### config.mk
export PLATFORM = sky130hd
export DESIGN_NAME = uart_frac_baudgen
export DESIGN_NICKNAME = d
export VERILOG_FILES = /design/src/rtl/baudgen_pkg.sv /design/src/rtl/baudgen_rst_sync.sv /design/src/rtl/baudgen_presc.sv /design/src/rtl/baudgen_chan.sv /design/src/rtl/uart_frac_baudgen.sv
export SDC_FILE = /design/constraint.sdc
export NUM_CORES = 1
export LEC_CHECK = 0
export BUFFER_PORTS_ARGS = -buffer_cell sky130_fd_sc_hd__buf_2
export CORE_MARGIN = 4
export CORE_UTILIZATION = 30
export CTS_BUF_LIST = sky130_fd_sc_hd__clkbuf_4 sky130_fd_sc_hd__clkbuf_8
export DETAILED_ROUTE_END_ITERATION = 6
export RECOVER_POWER = 25
export SLEW_MARGIN = 0
export SYNTH_ARGS = -nofsm -noshare
export SYNTH_HDL_FRONTEND = slang
export SYNTH_SLANG_ARGS = --single-unit
### constraint.sdc
create_clock -name clk -period 5.74 [get_ports clk]
set_input_delay 0.861 -clock clk [delete_from_list [all_inputs] [get_ports clk]]
set_output_delay 0.861 -clock clk [all_outputs]
set_load 0.05 [all_outputs]
### src/rtl/baudgen_pkg.sv
package baudgen_pkg;

  localparam int BG_INT_W  = 16;
  localparam int BG_FRAC_W = 4;
  localparam int BG_CHANS  = 2;

  typedef enum logic [1:0] {
    OS_X16 = 2'b00,
    OS_X8  = 2'b01,
    OS_X4  = 2'b10,
    OS_RSV = 2'b11
  } os_mode_e;

  // index of the last sample tick of a bit for each mode
  function automatic logic [3:0] os_last(input os_mode_e m);
    case (m)
      OS_X8:   os_last = 4'd7;
      OS_X4:   os_last = 4'd3;
      default: os_last = 4'd15;
    endcase
  endfunction

endpackage

### src/rtl/baudgen_rst_sync.sv
module baudgen_rst_sync (
  input  logic clk,
  input  logic rst_n,
  output logic rst_sync_n
);

  logic [1:0] stage_q;

  always_ff @(posedge clk or negedge rst_n) begin
    if (!rst_n) stage_q <= 2'b00;
    else        stage_q <= {stage_q[0], 1'b1};
  end

  assign rst_sync_n = stage_q[1];

endmodule

### src/rtl/baudgen_presc.sv
module baudgen_presc (
  input  logic clk,
  input  logic rst_n,
  input  logic div4_sel,
  output logic div4_q,
  output logic pre_en
);

  logic [1:0] cnt_q, cnt_d;
  logic       sel_q;
  logic       en_q, en_d;

  always_comb begin
    cnt_d = sel_q ? cnt_q + 2'd1 : 2'd0;
    en_d  = !sel_q || (cnt_q == 2'd3);
  end

  always_ff @(posedge clk or negedge rst_n) begin
    if (!rst_n) begin
      cnt_q <= 2'd0;
      sel_q <= 1'b0;
      en_q  <= 1'b0;
    end else begin
      cnt_q <= cnt_d;
      sel_q <= div4_sel;
      en_q  <= en_d;
    end
  end

  assign pre_en = en_q;
  assign div4_q = sel_q;

endmodule

### src/rtl/baudgen_chan.sv
module baudgen_chan
  import baudgen_pkg::*;
#(
  parameter int INT_W  = BG_INT_W,
  parameter int FRAC_W = BG_FRAC_W
) (
  input  logic       clk,
  input  logic       rst_n,
  input  logic       pre_en,
  input  logic       wr_en,
  input  logic [1:0] wr_reg,
  input  logic [7:0] wr_data,
  output logic       sample_tick,
  output logic       bit_tick
);

  localparam int HI_W = INT_W - 8;

  // programmed settings
  logic [INT_W-1:0]  int_q, int_d;
  logic [FRAC_W-1:0] frac_q, frac_d;
  os_mode_e          mode_q, mode_d;

  // running state
  logic [INT_W-1:0]  rem_q, rem_d;
  logic [FRAC_W-1:0] acc_q, acc_d;
  os_mode_e          act_q, act_d;
  logic [3:0]        bcnt_q, bcnt_d;

  logic [INT_W-1:0]  n_eff;
  logic [FRAC_W:0]   acc_sum;
  logic              boundary;
  logic              bit_hit;

  always_comb begin
    int_d  = int_q;
    frac_d = frac_q;
    mode_d = mode_q;
    if (wr_en) begin
      case (wr_reg)
        2'd0:    int_d[7:0]       = wr_data;
        2'd1:    int_d[INT_W-1:8] = wr_data[HI_W-1:0];
        2'd2: begin
          frac_d = wr_data[FRAC_W-1:0];
          mode_d = os_mode_e'(wr_data[5:4]);
        end
        default: ;
      endcase
    end
  end

  always_comb begin
    n_eff    = (int_q == '0) ? INT_W'(1) : int_q;
    acc_sum  = {1'b0, acc_q} + {1'b0, frac_q};
    boundary = pre_en && (rem_q == '0);
    bit_hit  = boundary && (bcnt_q >= os_last(act_q));
    rem_d    = rem_q;
    acc_d    = acc_q;
    act_d    = act_q;
    bcnt_d   = bcnt_q;
    if (pre_en) begin
      if (rem_q == '0) begin
        rem_d  = n_eff - INT_W'(1) + INT_W'(acc_sum[FRAC_W]);
        acc_d  = acc_sum[FRAC_W-1:0];
        act_d  = mode_q;
        bcnt_d = bit_hit ? 4'd0 : bcnt_q + 4'd1;
      end else begin
        rem_d  = rem_q - INT_W'(1);
      end
    end
  end

  always_ff @(posedge clk or negedge rst_n) begin
    if (!rst_n) begin
      int_q  <= INT_W'(1);
      frac_q <= '0;
      mode_q <= OS_X16;
      rem_q  <= '0;
      acc_q  <= '0;
      act_q  <= OS_X16;
      bcnt_q <= 4'd0;
    end else begin
      int_q  <= int_d;
      frac_q <= frac_d;
      mode_q <= mode_d;
      rem_q  <= rem_d;
      acc_q  <= acc_d;
      act_q  <= act_d;
      bcnt_q <= bcnt_d;
    end
  end

  assign sample_tick = boundary;
  assign bit_tick    = bit_hit;

endmodule

### src/rtl/uart_frac_baudgen.sv
module uart_frac_baudgen
  import baudgen_pkg::*;
#(
  parameter int INT_W  = BG_INT_W,
  parameter int FRAC_W = BG_FRAC_W
) (
  input  logic       clk,
  input  logic       rst_n,
  input  logic       div4_sel,
  input  logic       wr_en,
  input  logic [2:0] wr_addr,
  input  logic [7:0] wr_data,
  output logic       tx_sample_tick,
  output logic       tx_bit_tick,
  output logic       rx_sample_tick,
  output logic       rx_bit_tick
);

  logic                rst_sync_n;
  logic                presc_div4_q;
  logic                pre_en;
  logic [BG_CHANS-1:0] s_tick;
  logic [BG_CHANS-1:0] b_tick;

  baudgen_rst_sync u_rst (
    .clk        (clk),
    .rst_n      (rst_n),
    .rst_sync_n (rst_sync_n)
  );

  baudgen_presc u_presc (
    .clk      (clk),
    .rst_n    (rst_sync_n),
    .div4_sel (div4_sel),
    .div4_q   (presc_div4_q),
    .pre_en   (pre_en)
  );

  for (genvar gi = 0; gi < BG_CHANS; gi++) begin : g_chan
    logic ch_wr;
    assign ch_wr = wr_en && (wr_addr[2] == 1'(gi)) && (wr_addr[1:0] != 2'd3);

    baudgen_chan #(
      .INT_W  (INT_W),
      .FRAC_W (FRAC_W)
    ) u_chan (
      .clk         (clk),
      .rst_n       (rst_sync_n),
      .pre_en      (pre_en),
      .wr_en       (ch_wr),
      .wr_reg      (wr_addr[1:0]),
      .wr_data     (wr_data),
      .sample_tick (s_tick[gi]),
      .bit_tick    (b_tick[gi])
    );
  end

  assign tx_sample_tick = s_tick[0];
  assign tx_bit_tick    = b_tick[0];
  assign rx_sample_tick = s_tick[1];
  assign rx_bit_tick    = b_tick[1];

endmodule

==> qor.txt, run 1 <==
vias in the first global route -> 4,151
Post-Syn Instances -> 539
outcome -> finished with violations
EDFF count, synth -> 0
via count -> 4,146
Synth Register Bits -> 102
most common cell after layout, fill and taps aside -> dfrtp_1
FMAX -> 287 MHz
RSZ-0062 raised after global routing -> false
TritonRoute pass-1 iters -> 5
routed vias/inst -> 5.25
r2r startpoint -> g_chan[1].u_chan.acc_q[0]
worst-path maximum fanout -> 7
cts bufs inserted -> 9
power consumption -> 1.89 mW
GPL Wtd Cong -> 0.829
Clock Skews -> 0.0117 ns
Final HPWL DP -> 8620 µm
R2R depth -> 12
CTS max path bufs -> 2
Root Buffer -> clkbuf_8
most frequent cells in the layout -> 100 x dfrtp_1, 47 x nand2_1, 43 x o21ai_0, 43 x mux2_2, 28 x nor2_1
Tmin final -> 3.49 ns
CP bufs+invs -> 1
Slowest cell on crit path -> nor3_1
Starting DRT DRC Count -> 300
Cell Pwr Density -> 311 mW/mm²
crit start category -> flip-flop
final wirelength -> 11,800 µm
CP required -> 4.88 ns
largest stage delay on the critical path -> 0.59 ns
fin worst setup slack -> 2.25 ns
sequential share of the synthesized area -> 46.0%
number of I/O pins -> 19
Post-Syn Area per Cell -> 10.3 µm²
# clock sinks -> 102
max-slew violations -> 86
crit path kind -> reg2out
FF/Latch Area -> 0.00255 mm²
Initial Util -> 30.7%
die area -> 0.0208 mm²
HP Class -> in2async
Worst-Skew Late Latency -> 0.37 ns
fin cells -> 789
DR DRC count -> 0
Leak -> 2.48 nW
count of cell types in the netlist -> 60
die width -> 144 µm
VDD IR max -> 0.152 mV
Syn Nets -> 579
violated checks -> capacitance limit, slew limit
Placed Cells -> 773
row count -> 49
clock slew at reported path FFs -> 0.10 ns
share of layout cells above drive strength 1 -> 17.1%
Synth Flop Type -> dfrtp_1
Placement Setup Slack -> 2.69 ns
Overall Global Routing Usage -> 12.1%
final setup TNS -> 0 ns
# nets final -> 595
hold_buf cts -> 0
n_diodes -> 0
fillcell total -> 1,783
CP cell instances -> nor3_1, nand2_1, nor4_1, and2_1, nor2b_1, buf_2
worst r2r dst -> g_chan[1].u_chan.rem_q[13]
Final Cycle Share -> 60.8%
Final ANT Viol Nets -> 0
first-pass GRT wire length -> 20,400 µm
element type at the critical path end -> output port
post_cts resized -> 0
Synth async-reset ratio -> 100%
gr ovfl total -> 0
WP data arrival -> 2.63 ns
max_cap viols -> 1
Relative slew margins -> -39.5%
final setup fails -> 0
area of the multi-input gates -> 0.00282 mm²
largest net degree at the start of global routing -> 86
DIE HEIGHT -> 144 µm
Area growth, synth to finish -> 9.23%
CTS tree -> built
Ys Warns -> 0
Max H-tree Level -> 3
r2r setup slk -> 2.80 ns
Port Buf Inserts -> 18
Hold Vio Cnt, Final -> 0
Core ar. -> 0.0181 mm²
delay-heaviest family, CP -> simple AND/OR/NAND/NOR gates
DR WL/cell -> 14.9 µm
Cell Area, Synth -> 0.00556 mm²
initial antenna violation count -> 0
worst slew pin tran -> 2.09 ns
setup bufs post-CTS -> 0
-- area by class of cell --
class / count / area share (%)
well taps: 229 / 4.72
clock inverters: 5 / 0.989
repair buffers: 21 / 1.77
flip-flops and latches: 102 / 42.1
multi-input cells: 396 / 46.5
inverters: 25 / 1.55
clock buffers: 11 / 2.39
-- sequential cells by signal, summed over array words and instances (netlist names) --
name	flops
g_chan.u_chan.int_q	32
g_chan.u_chan.rem_q	32
g_chan.u_chan.acc_q	8
g_chan.u_chan.bcnt_q	8
g_chan.u_chan.frac_q	8
g_chan.u_chan.act_q	4
g_chan.u_chan.mode_q	4
u_presc.cnt_q	2
u_rst.stage_q	2
u_presc.div4_q	1
u_presc.pre_en	1
-- cells by family (layout without fill, tap and decap cells) --
logic type | Yosys count | count (layout) | synth area share [%]
buffers and inverters | 41 | 62 | 3.15
DFF | 102 | 102 | 46.0
other | 1 | 1 | 0.0675
and+or+nand+nor | 183 | 183 | 18.6
xor gates and xnor gates | 38 | 38 | 5.99
adders and majority gates | 25 | 25 | 5.90
AOI/OAI and AO/OA | 103 | 103 | 11.1
muxes | 46 | 46 | 9.25
-- metal layers --
layer,global-route usage (%),part of all wire (%),up-vias
li1,-,-,1977
met3,2.31,3.9,28
met5,0,0,-
met4,5.20,2.7,0
met2,19.4,48,103
met1,16.1,46,2038
-- worst max-delay path by stage --
| stage | start | to | slack, ns | depth (start not counted) |
|---|---|---|---|---|
| 6_report | g_chan[0].u_chan.rem_q[2] | tx_bit_tick | 2.25 | 6 |
| 5_1_grt | g_chan[0].u_chan.rem_q[2] | tx_bit_tick | 1.97 | 6 |
| 4_1_cts | g_chan[0].u_chan.rem_q[2] | tx_bit_tick | 2.27 | 6 |
| 3_5_place_dp | g_chan[0].u_chan.rem_q[2] | tx_bit_tick | 2.69 | 6 |
| 3_3_place_gp | g_chan[0].u_chan.rem_q[2] | tx_bit_tick | 2.77 | 6 |
| 2_1_floorplan | g_chan[0].u_chan.rem_q[7] | tx_bit_tick | 2.20 | 5 |
-- per-stage QoR --
stage / area [µm²] / utilization (%) / hold slack, ns
2_1_floorplan: 5560 / - / 0.331
6_report: 6070 / 33.6 / 0.251
3_3_place_gp: 5880 / 32.5 / 0.181
5_1_grt: 6070 / 33.6 / 0.233
3_5_place_dp: 5880 / 32.5 / 0.189
4_1_cts: 6090 / 33.6 / 0.181
-- Yosys cell counts (all sizes together), types with 5 or more instances --
| library cell | number | area [µm²] |
|---|---|---|
| xor2 | 20 | 175 |
| nor3 | 21 | 115 |
| nor2b | 6 | 37.5 |
| clkbuf | 14 | 58.8 |
| or4 | 7 | 60.1 |
| inv | 23 | 86.3 |
| nor3b | 6 | 50.1 |
| a21oi | 27 | 139 |
| nand2 | 48 | 188 |
| ha | 23 | 288 |
| o21ai | 43 | 215 |
| o31ai | 8 | 60.1 |
| dfrtp | 100 | 2500 |
| nand4 | 8 | 50.1 |
| nor2 | 28 | 105 |
| xnor2 | 18 | 158 |
| a21o | 8 | 62.6 |
| mux2 | 43 | 484 |
| nor4 | 24 | 195 |
| nand3 | 12 | 60.1 |
| nand2b | 5 | 31.3 |
-- power breakdown --
part	switching, mW	leakage (nW)	internal (mW)
clock	0.250	0.103	0.219
combinational	0.220	1.23	0.200
sequential	0.157	1.15	0.841
(Power assumes the default switching activity.)
==> inputs of run 2 (changes only) <==
- ABC_AREA: not set -> 1
- clock period: 5.74 -> 3.52 ns (I/O delays scaled with it)
==> qor.txt, run 2 <==
outcome -> completed
# nets final -> 888 (+49%)
commonest cells in the netlist -> 289 x nand2_1, 100 x dfrtp_1, 93 x nor2_1, 75 x inv_1, 67 x o21ai_0
share of layout cells above drive strength 1 -> 8.32% (-8.8 points)
Final Cycle Share -> 77.2%
Synth Register Bits -> 102 (unchanged)
routed vias/inst -> 4.47 (-15%)
Worst Hold Path EP -> u_presc.div4_q
DIE HEIGHT -> 151 µm (+4.6%)
Port Buf Inserts -> 18 (unchanged)
most common cell after layout, fill and taps aside -> nand2_1
CP required -> 2.99 ns (-1.89 ns)
Final HPWL DP -> 9910 µm (+15%)
CTS tree -> built
element type at the critical path end -> output port
Final ANT Viol Nets -> 0 (unchanged)
clock slew at reported path FFs -> 0.09 ns (about the same)
n_diodes -> 0 (unchanged)
Syn Nets -> 870 (+50%)
VDD IR max -> 0.239 mV (+57%)
count of cell types in the netlist -> 32 (-47%)
EDFF count, synth -> 0 (unchanged)
crit start category -> flip-flop
top cells by area, synth -> dfrtp_1 41%, nand2_1 18%, nor2_1 5.7%, o21ai_0 5.5%, ha_1 4.7%
final wirelength -> 13,400 µm (+14%)
FMAX -> 368 MHz
TritonRoute pass-1 iters -> 5 (unchanged)
Post-Syn Area per Cell -> 7.37 µm² (-29%)
R2R depth -> 14 (+2)
via count -> 4,998 (+21%)
HP Class -> in2reg
CP cell instances -> inv_1, ha_1, inv_1, nor2_1, nand4_2, nor2_4, nand4_2, nor2_1, buf_2
Yosys top cell area share -> 40.9% (-4.1 points)
max-slew violations -> 0 (-100%)
Root Buffer -> clkbuf_8
WP data arrival -> 2.19 ns (-0.44 ns)
worst slew pin tran -> 0.871 ns (-1.22 ns)
gr ovfl total -> 0 (unchanged)
first-pass GRT wire length -> 22,700 µm (+11%)
Area growth, synth to finish -> 9.90%
cts bufs inserted -> 9 (unchanged)
r2r setup slk -> 1.11 ns (-1.69 ns)
worst r2r dst -> g_chan[0].u_chan.rem_q[8]
final setup TNS -> 0 ns (unchanged)
most numerous cell in the Yosys netlist -> nand2_1
Synth Flop Type -> dfrtp_1
Initial Util -> 30.9% (+0.20 points)
max_cap viols -> 0 (-1)
vias in the first global route -> 4,570 (+10%)
sequential share of the synthesized area -> 41.8% (-4.2 points)
CTS max path bufs -> 2 (unchanged)
Worst-Skew Late Latency -> 0.38 ns (about the same)
largest stage delay on the critical path -> 0.38 ns (-0.21 ns)
DR DRC count -> 0 (unchanged)
initial antenna violation count -> 0 (unchanged)
post_cts resized -> 0 (unchanged)
Clock Skews -> 0.00999 ns (-0.00173 ns)
Synth async-reset ratio -> 100% (unchanged)
Slowest cell on crit path -> dfrtp_1
Core ar. -> 0.0198 mm² (+9.4%)
Placed Area -> 0.00648 mm² (+10%)
Relative slew margins -> 42.0% (+81 points)
Post-Syn Instances -> 830 (+54%)
r2r startpoint -> g_chan[0].u_chan.frac_q[0]
die width -> 151 µm (+4.6%)
GPL Wtd Cong -> 0.854 (+3.0%)
RSZ-0062 raised after global routing -> false
Overall Global Routing Usage -> 12.5% (+0.32 points)
hold_sp -> div4_sel
largest net degree at the start of global routing -> 67 (-22%)
row count -> 51 (+4.1%)
largest area contributor in the synthesized netlist -> dfrtp_1
Cell Pwr Density -> 582 mW/mm² (+87%)
Leak -> 3.44 nW (+39%)
Starting DRT DRC Count -> 206 (-31%)
Max H-tree Level -> 3 (unchanged)
crit path kind -> reg2out
number of I/O pins -> 19 (unchanged)
Hold Vio Cnt, Final -> 0 (unchanged)
die area -> 0.0227 mm² (+9.5%)
Ys Warns -> 0 (unchanged)
Cell Area, Synth -> 0.00612 mm² (+10%)
finished layout cell area -> 0.00673 mm² (+11%)
most frequent cells in the layout -> 289 x nand2_1, 99 x dfrtp_1, 93 x nor2_1
fillcell total -> 2,134 (+20%)
Largest regs -> g_chan.u_chan.int_q (32), g_chan.u_chan.rem_q (32)
Hold Path Depth -> 1
Tmin final -> 2.72 ns
# clock sinks -> 102 (unchanged)
final setup fails -> 0 (unchanged)
DR WL/cell -> 12.0 µm (-20%)
worst-path maximum fanout -> 6 (-1)
[run 2: changes by cell type after synthesis, sizes merged, moves of 8 or more]
| cell | previous run | this run |
|---|---|---|
| nor4 | 24 | 2 |
| nand2 | 48 | 295 |
| nor2 | 28 | 110 |
| nor3 | 21 | 4 |
| nand3b | 1 | 9 |
| xnor2 | 18 | 9 |
| o31ai | 8 | 0 |
| mux2 | 43 | 0 |
| inv | 23 | 79 |
| o21ai | 43 | 78 |
| a21oi | 27 | 10 |
| nand3 | 12 | 51 |
[run 2: kinds of logic after synthesis]
group / after synthesis / synth area share (%)
simple gates: 478 / 33.5
flops: 102 / 41.8
buf+inv: 95 / 6.34
compound gates: 93 / 7.85
xor+xnor: 36 / 5.15
fa+ha+maj: 25 / 5.36
other cells: 1 / 0.0613
[run 2: stage by stage]
stage / util [%] / setup WS [ns] / hold slack (ns) / instances / power (mW)
finish: 34.0 / 0.803 / 0.248 / 1118 / 3.92
global route: 34.0 / 0.598 / 0.229 / 1118 / 4.27
CTS: 34.0 / 0.746 / 0.217 / 1118 / 3.96
detailed placement: 32.8 / 1.12 / 0.317 / 1101 / 3.08
global placement: 32.8 / 1.15 / 0.314 / 1101 / 3.07
floorplan: - / 0.472 / 0.232 / 830 / 2.76
[run 2: timing repair]
item,CTS,global route
hold buffers,1,0
endpoints found under the hold margin,2,0
setup buffers,0,0
[run 2: where the power goes]
part / switching, mW / internal, mW
Clock: 0.398 / 0.456
Sequential: 0.318 / 1.42
Combinational: 0.804 / 0.519
[run 2: worst max-delay path by stage]
stage,cells past startpoint,slack (ns),end,start
CTS,9,0.75,tx_bit_tick,g_chan[0].u_chan.rem_q[0]
detailed placement,14,1.12,g_chan[0].u_chan.rem_q[8],g_chan[0].u_chan.acc_q[0]
floorplan,0,0.47,g_chan[0].u_chan.acc_q[0],u_rst.stage_q[1]
global placement,14,1.15,g_chan[0].u_chan.rem_q[8],g_chan[0].u_chan.acc_q[0]
finish,9,0.80,tx_bit_tick,g_chan[0].u_chan.rem_q[0]
global route,9,0.60,tx_bit_tick,g_chan[0].u_chan.rem_q[0]
[run 2: area by class of cell]
type	count	area [µm²]	share of cell area (%)
timing repair buffer	23	128	1.90
multi-input combinational	633	3180	47.2
clock inverter	3	67.6	1.00
sequential	102	2560	38.0
inverter	79	297	4.41
clock buffer	13	166	2.47
tap	265	332	4.93
[run 2: worst max-delay path: cells and delay by family (launching register included)]
kind          cells  cell delay (ns)
simple gates      5             0.76
buf+inv           3             0.44
flops             1             0.38
fa+ha+maj         1             0.23
[run 2: routing by layer]
| metal | up-vias | GRT usage (%) | wire (µm) |
|---|---|---|---|
| li1 | 2651 | - | - |
| met1 | 2267 | 17.7 | 6760 |
| met2 | 60 | 19.4 | 5980 |
| met3 | 20 | 1.47 | 372 |
| met4 | 0 | 4.90 | 304 |
| met5 | - | 0 | 0 |
